### src/rtl/asram_pkg.sv
package asram_pkg;

  typedef enum logic [1:0] {
    PH_IDLE  = 2'd0,
    PH_READ  = 2'd1,
    PH_WRITE = 2'd2,
    PH_GAP   = 2'd3
  } phase_e;

  // Whole clocks covering a time in ns, never fewer than one.
  function automatic int clocks_for(input int ns, input int clk_ps);
    int c;
    c = (ns * 1000 + clk_ps - 1) / clk_ps;
    if (c < 1) c = 1;
    return c;
  endfunction

  function automatic int imax(input int a, input int b);
    return (a > b) ? a : b;
  endfunction

  // Grade-dependent memory timing in ns.
  function automatic int t_access(input int grade);
    return (grade >= 70) ? 70 : 55;
  endfunction

  function automatic int t_oe_valid(input int grade);
    return (grade >= 70) ? 30 : 20;
  endfunction

  function automatic int t_release(input int grade);
    return (grade >= 70) ? 30 : 25;
  endfunction

  function automatic int t_data_setup(input int grade);
    return (grade >= 0) ? 25 : 25;
  endfunction

endpackage

### src/rtl/asram_phase_timer.sv
module asram_phase_timer #(
  parameter int CNT_W = 4
) (
  input  logic             clk,
  input  logic             rst,
  input  logic             load,
  input  logic [CNT_W-1:0] load_val,
  output logic             done
);

  logic [CNT_W-1:0] cnt_q;

  always_ff @(posedge clk) begin
    if (rst) begin
      cnt_q <= '0;
    end else if (load) begin
      cnt_q <= load_val;
    end else if (cnt_q != '0) begin
      cnt_q <= cnt_q - 1'b1;
    end
  end

  assign done = (cnt_q == '0);

endmodule

### src/rtl/asram_fsm.sv
module asram_fsm
  import asram_pkg::*;
#(
  parameter int RD_CYC  = 7,
  parameter int WR_CYC  = 7,
  parameter int GAP_CYC = 4,
  parameter int CNT_W   = 3
) (
  input  logic             clk,
  input  logic             rst,
  input  logic             req,
  input  logic             req_wr,
  input  logic             tmr_done,
  output logic             tmr_load,
  output logic [CNT_W-1:0] tmr_val,
  output logic             accept,
  output logic             capture,
  output logic             busy,
  output logic             ack,
  output logic             ce_n,
  output logic             ce2,
  output logic             we_n,
  output logic             oe_n,
  output logic             dq_oe
);

  localparam logic [CNT_W-1:0] RD_LAST  = CNT_W'(RD_CYC - 1);
  localparam logic [CNT_W-1:0] WR_LAST  = CNT_W'(WR_CYC - 1);
  localparam logic [CNT_W-1:0] GAP_LAST = CNT_W'(GAP_CYC - 1);

  phase_e ph_q, ph_nxt;
  logic   wr_end, sel_nxt;

  assign accept  = (ph_q == PH_IDLE) && req;
  assign capture = (ph_q == PH_READ) && tmr_done;
  assign wr_end  = (ph_q == PH_WRITE) && tmr_done;

  always_comb begin
    ph_nxt = ph_q;
    unique case (ph_q)
      PH_IDLE:  if (req) ph_nxt = req_wr ? PH_WRITE : PH_READ;
      PH_READ:  if (tmr_done) ph_nxt = PH_GAP;
      PH_WRITE: if (tmr_done) ph_nxt = PH_IDLE;
      PH_GAP:   if (tmr_done) ph_nxt = PH_IDLE;
      default:  ph_nxt = PH_IDLE;
    endcase
  end

  assign tmr_load = accept || capture;
  assign tmr_val  = accept ? (req_wr ? WR_LAST : RD_LAST) : GAP_LAST;
  assign sel_nxt  = (ph_nxt == PH_READ) || (ph_nxt == PH_WRITE);

  always_ff @(posedge clk) begin
    if (rst) begin
      ph_q  <= PH_IDLE;
      busy  <= 1'b0;
      ack   <= 1'b0;
      ce_n  <= 1'b1;
      ce2   <= 1'b0;
      we_n  <= 1'b1;
      oe_n  <= 1'b1;
      dq_oe <= 1'b0;
    end else begin
      ph_q  <= ph_nxt;
      busy  <= (ph_nxt != PH_IDLE);
      ack   <= capture || wr_end;
      ce_n  <= !sel_nxt;
      ce2   <= sel_nxt;
      we_n  <= (ph_nxt != PH_WRITE);
      oe_n  <= (ph_nxt != PH_READ);
      dq_oe <= (ph_nxt == PH_WRITE);
    end
  end

endmodule

### src/rtl/asram_datapath.sv
module asram_datapath #(
  parameter int ADDR_W = 17,
  parameter int DATA_W = 8
) (
  input  logic              clk,
  input  logic              rst,
  input  logic              accept,
  input  logic              capture,
  input  logic [ADDR_W-1:0] in_addr,
  input  logic [DATA_W-1:0] in_wdata,
  input  logic [DATA_W-1:0] mem_rdata,
  output logic [ADDR_W-1:0] out_addr,
  output logic [DATA_W-1:0] out_wdata,
  output logic [DATA_W-1:0] out_rdata
);

  always_ff @(posedge clk) begin
    if (rst) begin
      out_addr  <= '0;
      out_wdata <= '0;
      out_rdata <= '0;
    end else begin
      if (accept) begin
        out_addr  <= in_addr;
        out_wdata <= in_wdata;
      end
      if (capture) begin
        out_rdata <= mem_rdata;
      end
    end
  end

endmodule

### src/rtl/asram_ctrl.sv
module asram_ctrl
  import asram_pkg::*;
#(
  parameter int ADDR_W   = 17,
  parameter int DATA_W   = 8,
  parameter int CLK_PS   = 8000,
  parameter int GRADE_NS = 55
) (
  input  logic              clk,
  input  logic              rst,
  input  logic              req,
  input  logic              req_wr,
  input  logic [ADDR_W-1:0] req_addr,
  input  logic [DATA_W-1:0] req_wdata,
  output logic              busy,
  output logic              ack,
  output logic [DATA_W-1:0] rd_data,
  output logic              sram_ce_n,
  output logic              sram_ce2,
  output logic              sram_we_n,
  output logic              sram_oe_n,
  output logic [ADDR_W-1:0] sram_addr,
  output logic [DATA_W-1:0] sram_dq_o,
  output logic              sram_dq_oe,
  input  logic [DATA_W-1:0] sram_dq_i
);

  localparam int RD_CYC  = imax(clocks_for(t_access(GRADE_NS), CLK_PS),
                                clocks_for(t_oe_valid(GRADE_NS), CLK_PS));
  localparam int WR_CYC  = imax(clocks_for(t_access(GRADE_NS), CLK_PS),
                                clocks_for(t_data_setup(GRADE_NS), CLK_PS));
  localparam int GAP_CYC = clocks_for(t_release(GRADE_NS), CLK_PS);
  localparam int MAX_CYC = imax(imax(RD_CYC, WR_CYC), GAP_CYC);
  localparam int CNT_W   = $clog2(MAX_CYC + 1);

  logic             tmr_load, tmr_done, accept, capture;
  logic [CNT_W-1:0] tmr_val;

  asram_phase_timer #(.CNT_W(CNT_W)) u_timer (
    .clk      (clk),
    .rst      (rst),
    .load     (tmr_load),
    .load_val (tmr_val),
    .done     (tmr_done)
  );

  asram_fsm #(
    .RD_CYC  (RD_CYC),
    .WR_CYC  (WR_CYC),
    .GAP_CYC (GAP_CYC),
    .CNT_W   (CNT_W)
  ) u_fsm (
    .clk      (clk),
    .rst      (rst),
    .req      (req),
    .req_wr   (req_wr),
    .tmr_done (tmr_done),
    .tmr_load (tmr_load),
    .tmr_val  (tmr_val),
    .accept   (accept),
    .capture  (capture),
    .busy     (busy),
    .ack      (ack),
    .ce_n     (sram_ce_n),
    .ce2      (sram_ce2),
    .we_n     (sram_we_n),
    .oe_n     (sram_oe_n),
    .dq_oe    (sram_dq_oe)
  );

  asram_datapath #(.ADDR_W(ADDR_W), .DATA_W(DATA_W)) u_dp (
    .clk       (clk),
    .rst       (rst),
    .accept    (accept),
    .capture   (capture),
    .in_addr   (req_addr),
    .in_wdata  (req_wdata),
    .mem_rdata (sram_dq_i),
    .out_addr  (sram_addr),
    .out_wdata (sram_dq_o),
    .out_rdata (rd_data)
  );

endmodule

### config.mk
export PLATFORM = sky130hd
export DESIGN_NAME = asram_ctrl
export DESIGN_NICKNAME = d
export VERILOG_FILES = /design/src/rtl/asram_pkg.sv /design/src/rtl/asram_phase_timer.sv /design/src/rtl/asram_fsm.sv /design/src/rtl/asram_datapath.sv /design/src/rtl/asram_ctrl.sv
export SDC_FILE = /design/constraint.sdc
export NUM_CORES = 1
export LEC_CHECK = 0
export BUFFER_PORTS_ARGS = -buffer_cell sky130_fd_sc_hd__buf_2
export CAP_MARGIN = 10
export CORE_MARGIN = 2
export CORE_UTILIZATION = 46
export DETAILED_ROUTE_END_ITERATION = 10
export PLACE_DENSITY = 0.75
export SLEW_MARGIN = 20
export SYNTH_ARGS = -nofsm -noshare
export SYNTH_HDL_FRONTEND = slang
export SYNTH_SLANG_ARGS = --single-unit
### constraint.sdc
create_clock -name clk -period 2.14 [get_ports clk]
set_input_delay 0.321 -clock clk [delete_from_list [all_inputs] [get_ports clk]]
set_output_delay 0.321 -clock clk [all_outputs]
set_load 0.02 [all_outputs]
==> results.json, run 1 <==
{
  "power_density_nw_per_um2": 942,
  "drt-initial-drc-count": 109,
  "number_of_nets_in_the_synthesized_netlist": 238,
  "setup.worst_path.end_class": "flop",
  "final.fill_count": 348,
  "post_synth_edffs": 0,
  "m1WireLength_mm": 1.55,
  "grt_start_max_net_pins": 30,
  "asyncSetResetFlopFracSynth_pct": 0,
  "cts_num_sinks": 45,
  "wl_per_cell_um": 10.7,
  "timing_worst_setup_path_type": "reg2reg",
  "report.final.setup_viol": 0,
  "cts_htree_levels": 2,
  "fin_cells": 317,
  "gp_routability_congestion": 0.785,
  "crit_fanout": 5,
  "antennaDiodeCount": 0,
  "preCtsSetupSlack_ns": 0.297,
  "timing_hold_violations_final": 0,
  "overflow_after_grt": 0,
  "grt_pass1_vias": 1204,
  "dieArea_um2": 4240,
  "drv_slew": 0,
  "post-place-cells": 309,
  "core-area_um2": 3630,
  "fin_ws_ns": 0.294,
  "detail_route.first_pass.iterations": 4,
  "min_path_type": "in2reg",
  "final.setup.tns_ns": 0,
  "clock_transition_at_path_regs_ns": 0.08,
  "detail_route.drc_violations": 0,
  "ys_seq_area_share_pct": 52.4,
  "syn_avg_cell_area_um2": 8.81,
  "initial_utilization_pct": 47.3,
  "vdd.ir_drop.worst_v": 0.000517,
  "synth_ff_type": "sky130_fd_sc_hd__dfxtp_1",
  "cp-start-kind": "flop",
  "dpl.hpwl_mm": 2.44,
  "fin_nets": 311,
  "cts.root.buffer_cell": "sky130_fd_sc_hd__clkbuf_8",
  "clock_insertion_delay_worst_skew_ns": 0.29,
  "detail-route-antenna-nets": 0,
  "hold_fix_buffer_count_after_cts": 0,
  "layout-drive-gt1-share_pct": 34.2,
  "dr_total_vias": 1451,
  "number_of_vias_per_cell_after_detailed_routing": 4.58,
  "status": "completed",
  "timing.fmax_mhz": 542,
  "grt_antenna_before_repair": 0,
  "ys_types": 27,
  "timing.critical_path.arrival_ns": 2.01,
  "std_cell_rows": 22,
  "tritoncts_clock_tree": "done",
  "max-slew-margin-rel_pct": 64.0,
  "areaGrowthSynthToFinish_pct": 26.9,
  "die_width_um": 65.1,
  "final.setup_skew_ns": 0.00417,
  "floorplan.io_pins": 77,
  "tightestPinTransition_ns": 0.536,
  "postRouteWirelength_mm": 3.39,
  "finalCriticalPeriod_ns": 1.85,
  "ys_seq_elements": 45,
  "total_leakage_power_nw": 1.03,
  "synthesis.instances": 195,
  "met3_length_um": 255,
  "post_synthesis_instance_area_um2": 1720,
  "portBuffers": 76,
  "maxCapViolations": 0,
  "wl_met2_mm": 1.51,
  "setup_repair_after_global_routing_missed_its_margin": "false",
  "worst-endpoint-required_ns": 2.30,
  "track_usage_pct": 15.9,
  "cts_buffers": 5,
  "dr.max_layer_used": "met4",
  "cts_post_setup_buffers_inserted": 0,
  "min_period_over_period_pct": 86.3,
  "die-height_um": 65.1,
  "clockBufferDepth": 2,
  "grt_first_pass_wirelength_mm": 5.28,
  "yosys_warning_total": 0,
  "cts-resized-gates": 0
}
[placed cells by master, fill, tap and decap left out]
master / count
sky130_fd_sc_hd__mux2_2: 1
sky130_fd_sc_hd__buf_2: 76
sky130_fd_sc_hd__nor3_1: 1
sky130_fd_sc_hd__clkinv_2: 2
sky130_fd_sc_hd__nor4bb_1: 1
sky130_fd_sc_hd__nor2b_1: 1
sky130_fd_sc_hd__nor2_1: 5
sky130_fd_sc_hd__ha_1: 6
sky130_fd_sc_hd__nor3b_4: 1
sky130_fd_sc_hd__a211oi_2: 1
sky130_fd_sc_hd__o2bb2ai_1: 1
sky130_fd_sc_hd__nand4bb_1: 1
sky130_fd_sc_hd__clkbuf_8: 5
sky130_fd_sc_hd__xnor2_1: 2
sky130_fd_sc_hd__buf_4: 3
sky130_fd_sc_hd__inv_1: 5
sky130_fd_sc_hd__a21oi_1: 34
sky130_fd_sc_hd__nand2_1: 66
sky130_fd_sc_hd__nand2b_1: 3
sky130_fd_sc_hd__or3b_1: 1
sky130_fd_sc_hd__nor3b_1: 1
sky130_fd_sc_hd__dfxtp_1: 45
sky130_fd_sc_hd__a21oi_2: 1
sky130_fd_sc_hd__nand3b_1: 1
sky130_fd_sc_hd__or2b_1: 1
sky130_fd_sc_hd__mux2i_1: 1
sky130_fd_sc_hd__clkbuf_1: 1
sky130_fd_sc_hd__and4bb_2: 1
sky130_fd_sc_hd__a31oi_4: 1
[sequential cells by signal, summed over array words and instances, names as in the netlist]
signal and cells:
u_fsm.busy 1, u_fsm.ce_n 1, u_dp.out_rdata 8, u_fsm.ce2 1, u_fsm.oe_n 1, u_fsm.dq_oe 1, u_timer.cnt_q 3, u_fsm.ack 1
u_dp.out_wdata 8, u_fsm.ph_q 2, u_fsm.we_n 1, u_dp.out_addr 17
[worst paths after layout]
path,start,to,slack [ns],cells past startpoint
worst max register to register,u_timer.cnt_q[0]$_SDFFE_PP0P_,u_fsm.dq_oe$_SDFF_PP0_,0.29,7
worst max-delay path,u_timer.cnt_q[0]$_SDFFE_PP0P_,u_fsm.dq_oe$_SDFF_PP0_,0.29,7
worst min-delay path,sram_dq_i[0],u_dp.out_rdata[0]$_SDFFE_PP0P_,0.26,3
worst min register to register,u_dp.out_addr[5]$_SDFFE_PP0P_,u_dp.out_addr[5]$_SDFFE_PP0P_,0.45,2
[area by class of cell]
| type | count | area (um2) | share of cell area [%] |
|---|---|---|---|
| Clock buffer | 6 | 72.6 | 3.33 |
| Clock inverter | 2 | 10.0 | 0.459 |
| Inverter | 5 | 18.8 | 0.861 |
| Multi-Input combinational cell | 132 | 716 | 32.8 |
| Sequential cell | 45 | 901 | 41.3 |
| Tap cell | 48 | 60.1 | 2.75 |
| Timing Repair Buffer | 79 | 403 | 18.5 |
[layer usage]
layer,track usage (%),up-vias
li1,-,773
met1,19.2,616
met2,26.5,55
met3,3.42,7
met4,8.59,0
met5,0,-
[stage by stage]
stage	total power [mW]	utilization (%)	hold slack [ns]	cell area (um2)
floorplan	1.45	-	0.457	1720
CTS	2.08	60.0	0.247	2180
detailed placement	1.59	57.7	0.443	2100
global route	2.18	60.0	0.267	2180
global placement	1.58	57.7	0.440	2100
finish	2.05	60.0	0.262	2180
[where the power goes]
| part | leakage, nW | switching, mW | total [mW] | internal, mW |
|---|---|---|---|---|
| clock network | 0.0450 | 0.258 | 0.484 | 0.226 |
| logic | 0.615 | 0.344 | 0.580 | 0.235 |
| registers | 0.369 | 0.0519 | 0.990 | 0.938 |
[critical path, cell delays in order (launching register included)]
cell and delay [ns]:
sky130_fd_sc_hd__dfxtp_1 0.30, sky130_fd_sc_hd__inv_1 0.10, sky130_fd_sc_hd__ha_1 0.24, sky130_fd_sc_hd__or2b_1 0.32
sky130_fd_sc_hd__a211oi_2 0.36, sky130_fd_sc_hd__inv_1 0.10, sky130_fd_sc_hd__ha_1 0.18, sky130_fd_sc_hd__nor2b_1 0.12
[kinds of logic after synthesis]
| family | after synthesis | share of synthesized area, % |
|---|---|---|
| multiplexers | 2 | 1.24 |
| flip-flops | 45 | 52.4 |
| XOR/XNOR | 2 | 1.02 |
| AO/OA/AOI/OAI | 38 | 12.9 |
| AND/OR/NAND/NOR | 84 | 22.1 |
| adder cells (fa/ha/maj) | 6 | 4.37 |
| buffers and inverters | 18 | 5.90 |
[synthesized netlist by cell type (2+ instances only)]
cell type,count,share of area [%]
sky130_fd_sc_hd__a21oi_1,34,9.9
sky130_fd_sc_hd__buf_2,3,0.87
sky130_fd_sc_hd__buf_6,4,2.6
sky130_fd_sc_hd__clkbuf_1,6,1.3
sky130_fd_sc_hd__dfxtp_1,45,52
sky130_fd_sc_hd__ha_1,6,4.4
sky130_fd_sc_hd__inv_1,5,1.1
sky130_fd_sc_hd__nand2_1,66,14
sky130_fd_sc_hd__nand2b_1,3,1.1
sky130_fd_sc_hd__nor2_1,5,1.1
sky130_fd_sc_hd__xnor2_1,2,1.0
No activity file was read; power rests on OpenSTA's default activity.
==> run 2, diff against run 1 <==
Settings changed: CORE_ASPECT_RATIO set to 1.25.
==> results.json, run 2 (synthesis results as in run 1) <==
{
  "tightestPinTransition_ns": 0.594,
  "total_leakage_power_nw": 1.05,
  "timing_worst_setup_path_type": "reg2reg",
  "clock_insertion_delay_worst_skew_ns": 0.29,
  "postRouteWirelength_mm": 3.40,
  "dr_total_vias": 1472,
  "timing.critical_path.arrival_ns": 1.99,
  "detail_route.drc_violations": 4,
  "cts_htree_levels": 2,
  "maxCapViolations": 0,
  "cts_post_setup_buffers_inserted": 0,
  "grt_first_pass_wirelength_mm": 5.46,
  "worst-endpoint-required_ns": 2.29,
  "min_path_type": "in2reg",
  "whs_endpoint": "u_dp.out_addr[10]$_SDFFE_PP0P_",
  "dieArea_um2": 4240,
  "areaGrowthSynthToFinish_pct": 28.7,
  "dpl.hpwl_mm": 2.50,
  "die-height_um": 72.3,
  "timing.rr.start": "u_timer.cnt_q[0]$_SDFFE_PP0P_",
  "fin_nets": 312,
  "biggestRegsByFlops": "u_dp.out_addr: 17 flops, u_dp.out_rdata: 8 flops, u_dp.out_wdata: 8 flops",
  "min_period_over_period_pct": 85.8,
  "max-slew-margin-rel_pct": 60.4,
  "initial_utilization_pct": 48.5,
  "die_width_um": 58.7,
  "cts-resized-gates": 0,
  "regToRegSetupSlack_ns": 0.30,
  "drv_slew": 0,
  "status": "finished with violations",
  "largest_register_ffs": 17,
  "grt_pass1_vias": 1291,
  "power_density_nw_per_um2": 997,
  "clockBufferDepth": 2,
  "fin_ws_ns": 0.304,
  "wl_per_cell_um": 11.0,
  "crit_path_top_delay_cell": "sky130_fd_sc_hd__a211oi_2",
  "hold_fix_buffer_count_after_cts": 0,
  "cts_buffers": 5,
  "cts.root.buffer_cell": "sky130_fd_sc_hd__clkbuf_8",
  "clock_transition_at_path_regs_ns": 0.08,
  "detail-route-antenna-nets": 0,
  "hold-path-cell-count": 3,
  "grt_start_max_net_pins": 33,
  "number_of_vias_per_cell_after_detailed_routing": 4.76,
  "final_common_cell": "sky130_fd_sc_hd__buf_2",
  "timing.rr.end": "u_fsm.dq_oe$_SDFF_PP0_",
  "overflow_after_grt": 0,
  "report.final.setup_viol": 0,
  "crit_fanout": 5,
  "worst_path_largest_cell_delay_ns": 0.35,
  "grt_antenna_before_repair": 0,
  "final.fill_count": 334,
  "final.setup.tns_ns": 0,
  "failed_checks": "DRC",
  "floorplan.io_pins": 77,
  "register_area_um2": 901,
  "rr_worst_depth": 7,
  "antennaDiodeCount": 0,
  "detail_route.first_pass.iterations": 7,
  "cts_num_sinks": 45,
  "vdd.ir_drop.worst_v": 0.000602,
  "drt-initial-drc-count": 71,
  "gp_routability_congestion": 0.686,
  "final.setup_skew_ns": 0.00610,
  "timing_hold_violations_final": 0,
  "preCtsSetupSlack_ns": 0.296,
  "track_usage_pct": 16.6,
  "std_cell_rows": 24,
  "core-area_um2": 3540,
  "top_register_by_number_of_flip_flops": "u_dp.out_addr",
  "timing.fmax_mhz": 545,
  "finish.utilization_pct": 62.4,
  "multi_input_comb_area_um2": 716,
  "layout-drive-gt1-share_pct": 34.4,
  "hold_start": "req_addr[10]",
  "worstSetupStartpoint": "u_timer.cnt_q[0]$_SDFFE_PP0P_",
  "portBuffers": 76,
  "setup.worst_path.end_class": "flop",
  "layout.cells.most_common_list": "sky130_fd_sc_hd__buf_2, sky130_fd_sc_hd__nand2_1, sky130_fd_sc_hd__dfxtp_1",
  "cp-start-kind": "flop",
  "setup_repair_after_global_routing_missed_its_margin": "false",
  "tritoncts_clock_tree": "done",
  "cp_cell_sequence": "inv_1, ha_1, or2b_1, a211oi_2, inv_1, ha_1, nor2b_1",
  "finalCriticalPeriod_ns": 1.84
}
==> run 2: changes by cell type in the layout (fill, tap and decap cells not counted) <==
cell	previous run	this run
sky130_fd_sc_hd__clkinv_2	2	0
sky130_fd_sc_hd__clkbuf_8	5	6
sky130_fd_sc_hd__bufinv_16	0	1
sky130_fd_sc_hd__buf_4	3	4
==> run 2: final cells by class <==
class,count,area share [%]
sequential,45,40.7
multi-input combinational,132,32.4
timing repair buffer,80,18.6
clock buffer,7,3.90
tap,39,2.21
clock inverter,1,1.36
inverter,5,0.849
==> run 2: layer usage <==
metal	part of all wire, %	up-vias	global-route usage (%)
li1	-	774	-
met1	42	651	18.3
met2	51	45	29.7
met3	5.8	2	4.46
met4	1.0	0	6.82
met5	0	-	0
==> run 2: critical path, delay by kind of cell (launching register included) <==
family                     cells  cell delay [ns]
AOI/OAI and AO/OA              1             0.35
and+or+nand+nor                2             0.43
adders and majority gates      2             0.41
DFF                            1             0.30
buffers and inverters          2             0.21
==> run 2: worst max-delay path by stage <==
stage | slack [ns] | cells after the start | endpoint
floorplan | 0.41 | 8 | u_fsm.dq_oe$_SDFF_PP0_
global placement | 0.34 | 7 | u_fsm.dq_oe$_SDFF_PP0_
detailed placement | 0.30 | 7 | u_fsm.dq_oe$_SDFF_PP0_
CTS | 0.28 | 7 | u_fsm.dq_oe$_SDFF_PP0_
global route | 0.13 | 7 | u_fsm.dq_oe$_SDFF_PP0_
finish | 0.30 | 7 | u_fsm.dq_oe$_SDFF_PP0_
==> run 2: metrics by stage <==
step	instances	hold slack [ns]	instance area, um2	total power [mW]
floorplan	195	0.457	1720	1.45
global placement	301	0.438	2090	1.58
detailed placement	301	0.444	2090	1.60
CTS	309	0.255	2210	2.24
global route	309	0.257	2210	2.34
finish	309	0.264	2210	2.20
==> run 2: report_power, final <==
| group | internal (mW) | switching (mW) |
|---|---|---|
| clock | 0.380 | 0.255 |
| combinational | 0.238 | 0.342 |
| sequential | 0.938 | 0.0500 |
| total | 1.56 | 0.647 |
